--- config.mk ---
export PLATFORM = sky130hd
export DESIGN_NAME = irq_ctrl_top
export DESIGN_NICKNAME = d
export VERILOG_FILES = /design/src/rtl/irq_pkg.sv /design/src/rtl/irq_nrsp_timer.sv /design/src/rtl/irq_flags.sv /design/src/rtl/irq_regs.sv /design/src/rtl/irq_ctrl_top.sv
export SDC_FILE = /design/constraint.sdc
export NUM_CORES = 1
export LEC_CHECK = 0
export ABC_CLOCK_PERIOD_IN_PS = 1800
export BUFFER_PORTS_ARGS = -buffer_cell sky130_fd_sc_hd__buf_4
export CORE_UTILIZATION = 40
export DETAILED_ROUTE_END_ITERATION = 8
export PLACE_DENSITY = 0.74
export SLEW_MARGIN = 20
export SYNTH_ARGS = -nofsm -noshare
export SYNTH_HDL_FRONTEND = slang
export SYNTH_SLANG_ARGS = --single-unit
--- constraint.sdc ---
create_clock -name clk -period 1.8 [get_ports clk]
set_clock_uncertainty 0.05 [all_clocks]
set_input_delay 0.36 -clock clk [delete_from_list [all_inputs] [get_ports clk]]
set_output_delay 0.36 -clock clk [all_outputs]
set_load 0.01 [all_outputs]
--- src/rtl/irq_pkg.sv ---
package irq_pkg;
  localparam int STAT_W   = 8;
  localparam int B_TXEND  = 7;
  localparam int B_RXSOF  = 6;
  localparam int B_FIFO   = 5;
  localparam int B_CRC    = 4;
  localparam int B_PAR    = 3;
  localparam int B_FRM    = 2;
  localparam int B_NORESP = 0;
  localparam logic [STAT_W-1:0] MASKABLE = 8'h3C;
endpackage

--- src/rtl/irq_nrsp_timer.sv ---
module irq_nrsp_timer #(
  parameter int WAIT_W = 8,
  parameter int PRESC  = 16
) (
  input  logic              clk,
  input  logic              rst,
  input  logic              start,
  input  logic              cancel,
  input  logic [WAIT_W-1:0] wait_val,
  output logic              expire,
  output logic              busy
);
  localparam int PRE_W = (PRESC > 1) ? $clog2(PRESC) : 1;
  localparam logic [PRE_W-1:0] PRE_LAST = PRE_W'(PRESC - 1);

  logic [PRE_W-1:0]  pre_q;
  logic [WAIT_W-1:0] cnt_q;
  logic              act_q;
  logic              tick;

  assign tick   = (pre_q == PRE_LAST);
  assign expire = act_q && tick && (cnt_q == WAIT_W'(1)) && !start && !cancel;
  assign busy   = act_q;

  always_ff @(posedge clk) begin
    if (rst) begin
      pre_q <= '0;
      cnt_q <= '0;
      act_q <= 1'b0;
    end else if (cancel) begin
      act_q <= 1'b0;
      pre_q <= '0;
    end else if (start) begin
      cnt_q <= wait_val;
      pre_q <= '0;
      act_q <= (wait_val != '0);
    end else if (act_q) begin
      if (tick) begin
        pre_q <= '0;
        cnt_q <= cnt_q - WAIT_W'(1);
        if (cnt_q == WAIT_W'(1)) act_q <= 1'b0;
      end else begin
        pre_q <= pre_q + PRE_W'(1);
      end
    end
  end
endmodule

--- src/rtl/irq_flags.sv ---
module irq_flags
  import irq_pkg::*;
(
  input  logic              clk,
  input  logic              rst,
  input  logic [STAT_W-1:0] set_vec,
  input  logic              fin_set,
  input  logic              clr,
  output logic [STAT_W-1:0] flags,
  output logic              irq
);
  logic [STAT_W-1:0] flags_q, flags_d;
  logic              fin_q, fin_d, irq_q, irq_d;

  always_comb begin
    flags_d = (clr ? '0 : flags_q) | set_vec;
    fin_d   = (clr ? 1'b0 : fin_q) | fin_set;
    irq_d   = (|flags_d[STAT_W-2:0]) | (flags_d[B_TXEND] & fin_d);
  end

  always_ff @(posedge clk) begin
    if (rst) begin
      flags_q <= '0;
      fin_q   <= 1'b0;
      irq_q   <= 1'b0;
    end else begin
      flags_q <= flags_d;
      fin_q   <= fin_d;
      irq_q   <= irq_d;
    end
  end

  assign flags = flags_q;
  assign irq   = irq_q;
endmodule

--- src/rtl/irq_regs.sv ---
module irq_regs
  import irq_pkg::*;
#(
  parameter int ADDR_W = 5,
  parameter int WAIT_W = 8,
  parameter logic [ADDR_W-1:0] STAT_ADDR = 5'h0C,
  parameter logic [ADDR_W-1:0] MASK_ADDR = 5'h0D,
  parameter logic [ADDR_W-1:0] WAIT_ADDR = 5'h0E
) (
  input  logic              clk,
  input  logic              rst,
  input  logic              wr_en,
  input  logic [ADDR_W-1:0] wr_addr,
  input  logic [STAT_W-1:0] wr_data,
  input  logic              rd_en,
  input  logic [ADDR_W-1:0] rd_addr,
  input  logic [STAT_W-1:0] flags,
  output logic [STAT_W-1:0] rd_data,
  output logic [STAT_W-1:0] mask,
  output logic [WAIT_W-1:0] wait_val,
  output logic              clr
);
  logic [STAT_W-1:0] mask_q, rd_q, rd_mux;
  logic [WAIT_W-1:0] wait_q;

  assign clr = rd_en && (rd_addr == STAT_ADDR);

  always_comb begin
    unique case (rd_addr)
      STAT_ADDR: rd_mux = flags;
      MASK_ADDR: rd_mux = mask_q;
      WAIT_ADDR: rd_mux = STAT_W'(wait_q);
      default:   rd_mux = '0;
    endcase
  end

  always_ff @(posedge clk) begin
    if (rst) begin
      mask_q <= MASKABLE;
      wait_q <= '0;
      rd_q   <= '0;
    end else begin
      if (wr_en && wr_addr == MASK_ADDR) mask_q <= wr_data & MASKABLE;
      if (wr_en && wr_addr == WAIT_ADDR) wait_q <= wr_data[WAIT_W-1:0];
      if (rd_en) rd_q <= rd_mux;
    end
  end

  assign rd_data  = rd_q;
  assign mask     = mask_q;
  assign wait_val = wait_q;
endmodule

--- src/rtl/irq_ctrl_top.sv ---
module irq_ctrl_top
  import irq_pkg::*;
#(
  parameter int ADDR_W = 5,
  parameter int WAIT_W = 8,
  parameter int PRESC  = 16
) (
  input  logic              clk,
  input  logic              rst,
  input  logic              tx_start,
  input  logic              tx_done,
  input  logic              rx_sof,
  input  logic              fifo_evt,
  input  logic              crc_err,
  input  logic              par_err,
  input  logic              frm_err,
  input  logic              wr_en,
  input  logic [ADDR_W-1:0] wr_addr,
  input  logic [7:0]        wr_data,
  input  logic              rd_en,
  input  logic [ADDR_W-1:0] rd_addr,
  output logic [7:0]        rd_data,
  output logic              irq
);
  logic [STAT_W-1:0] stat_flags, mask_q, set_vec;
  logic [WAIT_W-1:0] wait_q;
  logic              clr, expire, busy;

  always_comb begin
    set_vec           = '0;
    set_vec[B_TXEND]  = tx_start | tx_done;
    set_vec[B_RXSOF]  = rx_sof;
    set_vec[B_FIFO]   = fifo_evt & mask_q[B_FIFO];
    set_vec[B_CRC]    = crc_err  & mask_q[B_CRC];
    set_vec[B_PAR]    = par_err  & mask_q[B_PAR];
    set_vec[B_FRM]    = frm_err  & mask_q[B_FRM];
    set_vec[B_NORESP] = expire;
  end

  irq_regs #(.ADDR_W(ADDR_W), .WAIT_W(WAIT_W)) i_regs (
    .clk(clk), .rst(rst), .wr_en(wr_en), .wr_addr(wr_addr), .wr_data(wr_data),
    .rd_en(rd_en), .rd_addr(rd_addr), .flags(stat_flags), .rd_data(rd_data),
    .mask(mask_q), .wait_val(wait_q), .clr(clr)
  );

  irq_nrsp_timer #(.WAIT_W(WAIT_W), .PRESC(PRESC)) i_timer (
    .clk(clk), .rst(rst), .start(tx_done), .cancel(rx_sof),
    .wait_val(wait_q), .expire(expire), .busy(busy)
  );

  irq_flags i_flags (
    .clk(clk), .rst(rst), .set_vec(set_vec), .fin_set(tx_done), .clr(clr),
    .flags(stat_flags), .irq(irq)
  );
endmodule

==> results of run 1 <==
## metrics by stage
stage               hold WS (ns)  setup WS, ns    TNS, ns  utilization
floorplan                 0.3885       0.01021          0            -
global placement          0.4105       0.01466          0       0.5175
detailed placement        0.4144      -0.03054   -0.03054       0.5175
CTS                       0.2128     -0.001498  -0.001498       0.5400
global route              0.2138      -0.06554   -0.06554       0.5400
finish                    0.2139     0.0004872          0       0.5400
## final cells by class
class                           instances  area [um^2]  share of cell area
Multi-Input combinational cell        165         1028              0.4228
Sequential cell                        43        863.3              0.3549
Timing Repair Buffer                   50        375.4              0.1543
Clock buffer                            5        68.82             0.02829
Tap cell                               52        65.06             0.02675
Clock inverter                          3        20.02            0.008230
Inverter                                3        11.26            0.004630
## metal layers
| metal | global-route usage | share of wire | up-vias |
|---|---|---|---|
| met3 | 0.05063 | 0.050 | 6 |
| met4 | 0.06536 | 0.014 | 0 |
| met5 | 0 | 0 | - |
| li1 | - | - | 897 |
| met1 | 0.2610 | 0.48 | 816 |
| met2 | 0.2883 | 0.46 | 50 |
## cells by family after synthesis
logic type	share of synthesized area
compound gates	0.1965
xor+xnor	0.01353
mux	0.06701
fa+ha+maj	0.01933
buf+inv	0.03351
simple gates	0.2268
flops	0.4433
## path summary, 6_finish.rpt
| kind | startpoint | endpoint | slack, ns | depth (start not counted) |
|---|---|---|---|---|
| worst max-delay path | i_timer.cnt_q[1] | i_timer.cnt_q[6] | 0.0005 | 6 |
| worst min-delay path | wr_data[2] | i_regs.mask[2] | 0.21 | 2 |
| worst max register to register | i_timer.cnt_q[1] | i_timer.cnt_q[6] | 0.0005 | 6 |
| worst min register to register | i_flags.flags[2] | i_flags.flags[2] | 0.42 | 2 |
## synth_stat cells, types with 2 or more instances
library cell,number
a211o_1,4
a211oi_1,7
a21o_1,2
a21oi_1,20
a22oi_1,7
buf_1,2
buf_2,4
clkbuf_1,7
dfxtp_1,43
ha_1,3
inv_1,3
mux2i_1,13
nand2_1,15
nand2b_1,2
nand4_1,5
nor2_1,34
nor2b_1,4
nor3_1,7
nor4_1,3
o21ai_0,15
xnor2_1,2
## worst max-delay path: stages, from the launching register on
cell      delay [ns]
dfxtp_2         0.33
inv_2           0.07
ha_4            0.13
or4b_4          0.46
or4b_1          0.47
o21ai_1         0.08
a211oi_1        0.08
## registers in the layout, summed over array words and instances (netlist names)
name             flops
i_flags.irq          1
i_regs.wait_val      8
i_flags.fin_q        1
i_regs.mask          4
i_timer.pre_q        4
i_timer.cnt_q        8
i_regs.rd_data       8
i_timer.busy         1
i_flags.flags        8
## power breakdown
part | internal [W] | switching (W) | total, W
Combinational | 0.000134 | 0.000125 | 0.000260
Clock | 0.000270 | 0.000344 | 0.000614
Sequential | 0.000987 | 0.0000259 | 0.00101
## repair_timing
action | CTS | global route
endpoints found under the setup margin | 1 | 1
pin swaps | 1 | 0
cloned | 0 | 0
gates resized for setup | 5 | 0
buffers inserted | 0 | 0
==> metrics, run 1 <==
RSZ-0062 raised after global routing yes; DP Wirelength 3241 um; register area share after synthesis 0.4433; Layout Cells excl Fill 321; Placed Instances 313; largest area contributor in the netlist dfxtp_1; post-route ant nets 0; maximum fanout along the worst path 3; Post-synth EDFFs 0; Leak Pwr 0.9610 nW; CP Data Required Time 1.92 ns; Root Driver clkbuf_8; Pwr Total 0.001886 W; post-synth top area share 0.4433; Vias/cell 5.511; Crit path arrival time 1.92 ns; Area Growth Syn to Fin 25.26%; largest net degree at the start of global routing 42; via count 1769; most frequent cells in the layout buf_4 (50), dfxtp_1 (41), nor2_1 (34); hold buffers post-CTS 0; asr flop ratio synth 0; Filler cells 456; status finished clean; Avg Synthesized Cell Area 8.669 um^2; final slew viol count 0; GR Util All Layers 0.1898; clk_lat worst skew 0.30 ns; FMAX 555.7 MHz; Syn Inst Count 224; Area after DPL 2331 um^2; CTS tree done; top cells by area, synth dfxtp_1 (44%), mux2i_1 (6.7%), nor2_1 (6.6%), a21oi_1 (5.2%), o21ai_0 (3.9%); clk buf depth 2; io pins 38; Yosys reg bits 43; Final #Nets 300; Main synth FF type dfxtp_1; Ys Warns 0; initial drt markers 136; total gr overflow 0; DIE AREA 5137 um^2; PortBufs 37; Worst setup SP type flip-flop; Max IR drop VDD 0.4468 mV; initial antenna violation count 0; drt first pass iters 4; Core Area 4504 um^2; fin crit share 0.9997; Row Count 24; Die X-Extent 71.68 um; Post-Syn Nets 256; slew at the pin with the worst max-slew slack 0.5255 ns; Final min period 1.800 ns; Mapped Area 1942 um^2; htree depth 2; distinct cell type count after synthesis 43; HP Class in -> reg; critical path capture point type flip-flop; number of buffers created by CTS 5; Initial Util 0.4311; vias in the first global route 1649; WL/cell 13.93 um; final hold violation count 0; CTS clk-pin slew, worst paths 0.08 ns; layout cell share with drive strength beyond 1 0.2491; relative slew slack 0.6464; first-pass GRT wire length 7541 um; die span in y 71.68 um; placer congestion estimate 0.8366; clock sinks 43; total wire length 4470 um; commonest non-fill, non-tap cell in the layout buf_4; max cap viols 0; n_diodes 0; Post-Layout Inst Area 2432 um^2; Power Density 775.6 nW/um^2; drt drc 0; CP Class reg -> reg; final setup fails 0
No activity file was read; power rests on OpenSTA's default activity.
==> run 2: changes to the inputs <==
- ABC_AREA: not set -> 1
==> run 2 against run 1 <==
  * Sequential power hardly changed
  * Critical endpoint is now i_timer.cnt_q[2]
  * Final cell count increased by 25%
  * Combinational power down 3%
  * Non-clock buffer count down 12
  * Synthesized cell count grew 32%
  * Total power fell by 2.3%
==> metrics, run 2 <==
status finished clean (unchanged); Crit path arrival time 1.68 ns (was 1.92 ns); cell-internal power 0.001357 W (was 0.001391 W); Row Count 26 (was 24); GR Util All Layers 0.1788 (was 0.1898); Root Driver clkbuf_8 (unchanged); CP bufs+invs 1 (unchanged); CTS clk-pin slew, worst paths 0.08 ns (about the same); total wire length 4543 um (was 4470 um); Max IR drop VDD 0.4219 mV (was 0.4468 mV); CP Class reg -> reg (unchanged); commonest non-fill, non-tap cell in the layout nand2_1 (was buf_4); Worst R2R Path Depth 7 (was 6); Vias/cell 4.923 (was 5.511); Initial Util 0.4152 (was 0.4311); initial drt markers 101 (was 136); R2R Path Start i_timer.pre_q[0] (was i_timer.cnt_q[1]); drt first pass iters 4 (unchanged); Post-synth EDFFs 0 (unchanged); final setup fails 0 (unchanged); Post-synth top cells nand2_1 (80), dfxtp_1 (43), a21oi_1 (32) (was dfxtp_1 (43), nor2_1 (34), a21oi_1 (20)); DIE AREA 5561 um^2 (was 5137 um^2); HP Class in -> reg (unchanged); n_diodes 0 (unchanged); Area Growth Syn to Fin 18.41% (was 25.26%); most frequent cell after synthesis nand2_1 (was dfxtp_1); Yosys reg bits 43 (unchanged); post-route ant nets 0 (unchanged); final slew viol count 0 (unchanged); DP Wirelength 3466 um (was 3241 um); number of buffers created by CTS 5 (unchanged); Syn Inst Count 295 (was 224); io pins 38 (unchanged); CP Data Required Time 1.98 ns (was 1.92 ns); Main synth FF type dfxtp_1 (unchanged); Setup crit end i_timer.cnt_q[2] (was i_timer.cnt_q[6]); sw frac 0.2640 (was 0.2624); relative slew slack 0.7168 (was 0.6464); setup repair bufs after CTS 0 (unchanged); clk buf depth 2 (unchanged); PortBufs 37 (unchanged); cts repair resizes 0 (was 5); maximum fanout along the worst path 10 (was 3); WL/cell 11.33 um (was 13.93 um); CP top delay family simple AND/OR/NAND/NOR gates (unchanged); Power Density 738.8 nW/um^2 (was 775.6 nW/um^2); largest net degree at the start of global routing 27 (was 42); Pwr Total 0.001843 W (was 0.001886 W); Mapped Area 2107 um^2 (was 1942 um^2); register area share after synthesis 0.4086 (was 0.4433); total gr overflow 0 (unchanged); largest area contributor in the netlist dfxtp_1 (unchanged); vias in the first global route 1689 (was 1649); CTS tree done (unchanged); Ys Warns 0 (unchanged); critical path's slowest cell dfxtp_1 (was or4b_1); Leak Pwr 1.068 nW (was 0.9610 nW); fin crit share 0.8326 (was 0.9997); drt drc 0 (unchanged); hold buffers post-CTS 0 (unchanged); clk_lat worst skew 0.30 ns (about the same); worst setup path start i_timer.pre_q[0] (was i_timer.cnt_q[1]); most frequent cells in the layout nand2_1 (80), dfxtp_1 (43), buf_4 (38) (was buf_4 (50), dfxtp_1 (41), nor2_1 (34)); final hold violation count 0 (unchanged); Worst setup SP type flip-flop (unchanged); Reg power frac 0.543 (was 0.537); setup ws final 0.3013 ns (was 0.0004872 ns); asr flop ratio synth 0 (unchanged); max cap viols 0 (unchanged); RSZ-0062 raised after global routing no (was yes); Post-Syn Nets 327 (was 256); top cells by area, synth dfxtp_1 (41%), nand2_1 (14%), a21oi_1 (7.6%), o21ai_0 (5.5%), nand3_1 (5.2%) (was dfxtp_1 (44%), mux2i_1 (6.7%), nor2_1 (6.6%), a21oi_1 (5.2%), o21ai_0 (3.9%)); Hold Path Cell Cnt 2 (unchanged); Post-Place Worst Slack 0.2734 ns (was -0.03054 ns); Final #Nets 362 (was 300); HP Start rx_sof (was wr_data[2]); distinct cell type count after synthesis 29 (was 43); slew at the pin with the worst max-slew slack 0.4216 ns (was 0.5255 ns); CP Depth 7 (was 6); clock sinks 43 (unchanged); R2R Path End i_timer.cnt_q[2] (was i_timer.cnt_q[6]); Clk pwr share 0.321 (was 0.325); Core Area 5075 um^2 (was 4504 um^2); Final min period 1.499 ns (was 1.800 ns); via count 1974 (was 1769); post-synth top area share 0.4086 (was 0.4433); FMAX 667.2 MHz (was 555.7 MHz); Avg Synthesized Cell Area 7.142 um^2 (was 8.669 um^2); CP cell instances ha_1 > nand4_1 > nand2_1 > nand2_2 > inv_2 > o21ai_0 > a31oi_1 (was inv_2 > ha_4 > or4b_4 > or4b_1 > o21ai_1 > a211oi_1); first-pass GRT wire length 7320 um (was 7541 um); die span in y 74.58 um (was 71.68 um); critical path capture point type flip-flop (unchanged); reg2reg setup slack 0.30 ns (was 0.0005 ns); delay of the slowest cell on the worst path 0.38 ns (was 0.47 ns); initial antenna violation count 0 (unchanged); Die X-Extent 74.58 um (was 71.68 um); Setup TNS Final 0 ns (unchanged); placer congestion estimate 0.8802 (was 0.8366); Core Util, Final 0.4916 (was 0.5400); switching power 0.0004866 W (was 0.0004951 W); htree depth 2 (unchanged); layout cell share with drive strength beyond 1 0.1692 (was 0.2491); Comb pwr share 0.137 (was 0.138)
[run 2: how the worst min path moves through the flow]
stage | endpoint | slack (ns)
floorplan | i_timer.pre_q[3] | 0.39
global placement | i_regs.rd_data[1] | 0.41
detailed placement | i_regs.rd_data[6] | 0.41
CTS | i_timer.pre_q[3] | 0.18
global route | i_timer.pre_q[3] | 0.20
finish | i_timer.pre_q[3] | 0.19
[run 2: cell type report]
type                       instances  area [um^2]
clock buffer                       7        76.32
clock inverter                     1        5.005
fill                             547         2580
inverter                          29        108.9
multi-input combinational        213         1071
sequential                        43        860.8
tap                               70        87.58
timing repair buffer              38        285.3
[run 2: cells by family (layout without fill, tap and decap cells)]
kind of cell / count (synthesis) / in the layout / synth area share
xor gates and xnor gates: 3 / 3 / 0.01247
adders and majority gates: 3 / 3 / 0.01782
muxes: 1 / 1 / 0.004751
DFF: 43 / 43 / 0.4086
and+or+nand+nor: 146 / 146 / 0.3260
AOI/OAI and AO/OA: 60 / 60 / 0.1473
buffers and inverters: 39 / 75 / 0.08313
[run 2: through the flow]
stage               hold slack, ns  cells  area, um^2
floorplan                   0.3885    295        2107
global placement            0.4061    393        2414
detailed placement          0.4064    393        2414
CTS                         0.1814    401        2495
global route                0.1974    401        2495
finish                      0.1904    401        2495
[run 2: power groups by stage]
stage	combinational [W]	clock, W	sequential [W]
2_1_floorplan	0.000166	0	0.00102
3_3_place_gp	0.000245	0	0.00102
3_5_place_dp	0.000250	0	0.00102
4_1_cts	0.000251	0.000616	0.00100
5_1_grt	0.000282	0.000645	0.00100
6_report	0.000252	0.000591	0.00100
[run 2: per-layer routing]
metal | routed length, um | vias to the layer above | global-route usage
li1 | - | 1042 | -
met1 | 2210 | 882 | 0.2373
met2 | 2010 | 46 | 0.2733
met3 | 252 | 4 | 0.05285
met4 | 70 | 0 | 0.06918
met5 | 0 | - | 0
==> run 3: changes to the inputs <==
- ABC_CLOCK_PERIOD_IN_PS: 1800 -> 1410
- PLACE_DENSITY: 0.74 -> 0.71
- clock period: 1.8 -> 1.41 ns (I/O delays scaled with it)
==> run 3 against run 2 <==
  * Fmax increased by 15%
  * Utilization increased by 2.6 points
  * Wire length increased by 4.8%
  * Sequential power grew 28%
  * Count of clock-buffer cells in the layout down 2
  * Critical path type unchanged
  * Largest cell class unchanged
==> metrics, run 3 (synthesis gave the netlist of run 2 again) <==
DP Wirelength 3661 um (was 3466 um); Reg power frac 0.524 (was 0.543); Post-Place Worst Slack -0.01711 ns (was 0.2734 ns); Worst setup SP type flip-flop (unchanged); Root Driver clkbuf_8 (unchanged); drt drc 0 (unchanged); die span in y 74.58 um (unchanged); slew at the pin with the worst max-slew slack 0.3776 ns (was 0.4216 ns); Power Density 926.6 nW/um^2 (was 738.8 nW/um^2); number of buffers created by CTS 5 (unchanged); Area Growth Syn to Fin 24.76% (was 18.41%); most frequent cells in the layout nand2_1 (79), buf_4 (50), dfxtp_1 (40) (was nand2_1 (80), dfxtp_1 (43), buf_4 (38)); reg2reg setup slack 0.11 ns (was 0.30 ns); Metal-1 WL 2335 um (was 2210 um); PortBufs 37 (unchanged); Core Area 5075 um^2 (unchanged); Crit path arrival time 1.48 ns (was 1.68 ns); critical path capture point type flip-flop (unchanged); HP Class in -> reg (unchanged); Max IR drop VDD 0.4652 mV (was 0.4219 mV); fin crit share 0.9221 (was 0.8326); R2R Path Start i_timer.pre_q[0] (unchanged); final hold violation count 0 (unchanged); worst setup path start i_timer.pre_q[0] (unchanged); Final min period 1.300 ns (was 1.499 ns); Setup TNS Final 0 ns (unchanged); largest net degree at the start of global routing 17 (was 27); Vias/cell 4.915 (was 4.923); clock sinks 43 (unchanged); HP Start rx_sof (unchanged); Clk pwr share 0.332 (was 0.321); n_diodes 0 (unchanged); Pwr Total 0.002436 W (was 0.001843 W); metal3 WL 216 um (was 252 um); clk buf depth 2 (unchanged); Final #Nets 374 (was 362); DIE AREA 5561 um^2 (unchanged); R2R Path End i_timer.cnt_q[2] (unchanged); htree depth 2 (unchanged); WHS Endpoint i_timer.pre_q[3] (unchanged); placer congestion estimate 0.8675 (was 0.8802); Leak Pwr 1.129 nW (was 1.068 nW); maximum fanout along the worst path 8 (was 10); setup ws final 0.1099 ns (was 0.3013 ns); CTS clk-pin slew, worst paths 0.09 ns (was 0.08 ns); final setup fails 0 (unchanged); first-pass GRT wire length 7741 um (was 7320 um); vias in the first global route 1765 (was 1689); io pins 38 (unchanged); layout cell share with drive strength beyond 1 0.2245 (was 0.1692); WL/cell 11.53 um (was 11.33 um); Die X-Extent 74.58 um (unchanged); RSZ-0062 raised after global routing no (unchanged); met2 WL 2139 um (was 2010 um); clk_lat worst skew 0.30 ns (about the same); Worst R2R Path Depth 7 (unchanged); max cap viols 0 (unchanged); final slew viol count 0 (unchanged); status finished clean (unchanged); switching power 0.0006786 W (was 0.0004866 W); initial antenna violation count 0 (unchanged); CP Data Required Time 1.59 ns (was 1.98 ns); Comb pwr share 0.144 (was 0.137); sw frac 0.2786 (was 0.2640); post-route ant nets 0 (unchanged); initial drt markers 138 (was 101); Initial Util 0.4152 (unchanged); relative slew slack 0.7480 (was 0.7168); via count 2030 (was 1974); CP Class reg -> reg (unchanged); CTS tree done (unchanged); GR Util All Layers 0.1839 (was 0.1788); drt first pass iters 4 (unchanged); commonest non-fill, non-tap cell in the layout nand2_1 (unchanged); Hold Path Cell Cnt 2 (unchanged); top sig layer met4 (unchanged); total gr overflow 0 (unchanged); Row Count 26 (unchanged); FMAX 769.2 MHz (was 667.2 MHz); cell-internal power 0.001757 W (was 0.001357 W); total wire length 4763 um (was 4543 um)
[run 3: cell types whose count changed in the layout (fill, tap and decap cells not counted), sizes merged]
cell      previous run  this run
clkbuf               7         5
clkinvlp             0         2
clkinv               1         0
inv                 29        30
buf                 38        50
[run 3: cell type report]
| type | count | area, um^2 |
|---|---|---|
| multi-input combinational | 213 | 1100 |
| timing repair buffer | 50 | 375.4 |
| sequential | 43 | 864.6 |
| clock inverter | 3 | 23.77 |
| clock buffer | 5 | 68.82 |
| fill | 539 | 2446 |
| inverter | 29 | 108.9 |
| tap | 70 | 87.58 |
[run 3: power by group through the flow]
stage	Combinational, W	Sequential [W]	Clock (W)
detailed placement	0.000342	0.00130	0
finish	0.000350	0.00128	0.000809
CTS	0.000344	0.00128	0.000834
global route	0.000392	0.00128	0.000878
global placement	0.000335	0.00130	0
floorplan	0.000212	0.00130	0
[run 3: timing repair]
item / in CTS / in global routing
endpoints found under the setup margin: 0 / 9
buffers inserted: 0 / 1
hold buffers: 0 / 0
resized for setup: 0 / 10
[run 3: critical path: stages, from the launching register on]
cell     delay [ns]
dfxtp_2        0.36
ha_4           0.14
nand4_1        0.11
nand2_2        0.12
nand2_4        0.08
inv_2          0.11
o21ai_0        0.10
a31oi_1        0.15
[run 3: routing by layer]
metal / vias to the layer above / GRT usage
met1: 910 / 0.2560
li1: 1066 / -
met5: - / 0
met3: 6 / 0.04065
met2: 48 / 0.2793
met4: 0 / 0.06499
[run 3: metrics by stage]
step / cells / utilization / hold slack (ns) / instance area (um^2)
after floorplan: 295 / - / 0.3105 / 2107
after global placement: 404 / 0.4919 / 0.4039 / 2496
after detailed placement: 404 / 0.4919 / 0.4054 / 2496
after CTS: 412 / 0.5101 / 0.1039 / 2589
after global routing: 413 / 0.5180 / 0.1019 / 2629
final: 413 / 0.5180 / 0.1064 / 2629
[run 3: how the worst max path moves through the flow]
stage	to
after floorplan	i_flags.irq
after global placement	i_flags.irq
after detailed placement	i_flags.irq
after CTS	i_timer.cnt_q[2]
after global routing	i_timer.cnt_q[6]
final	i_timer.cnt_q[2]
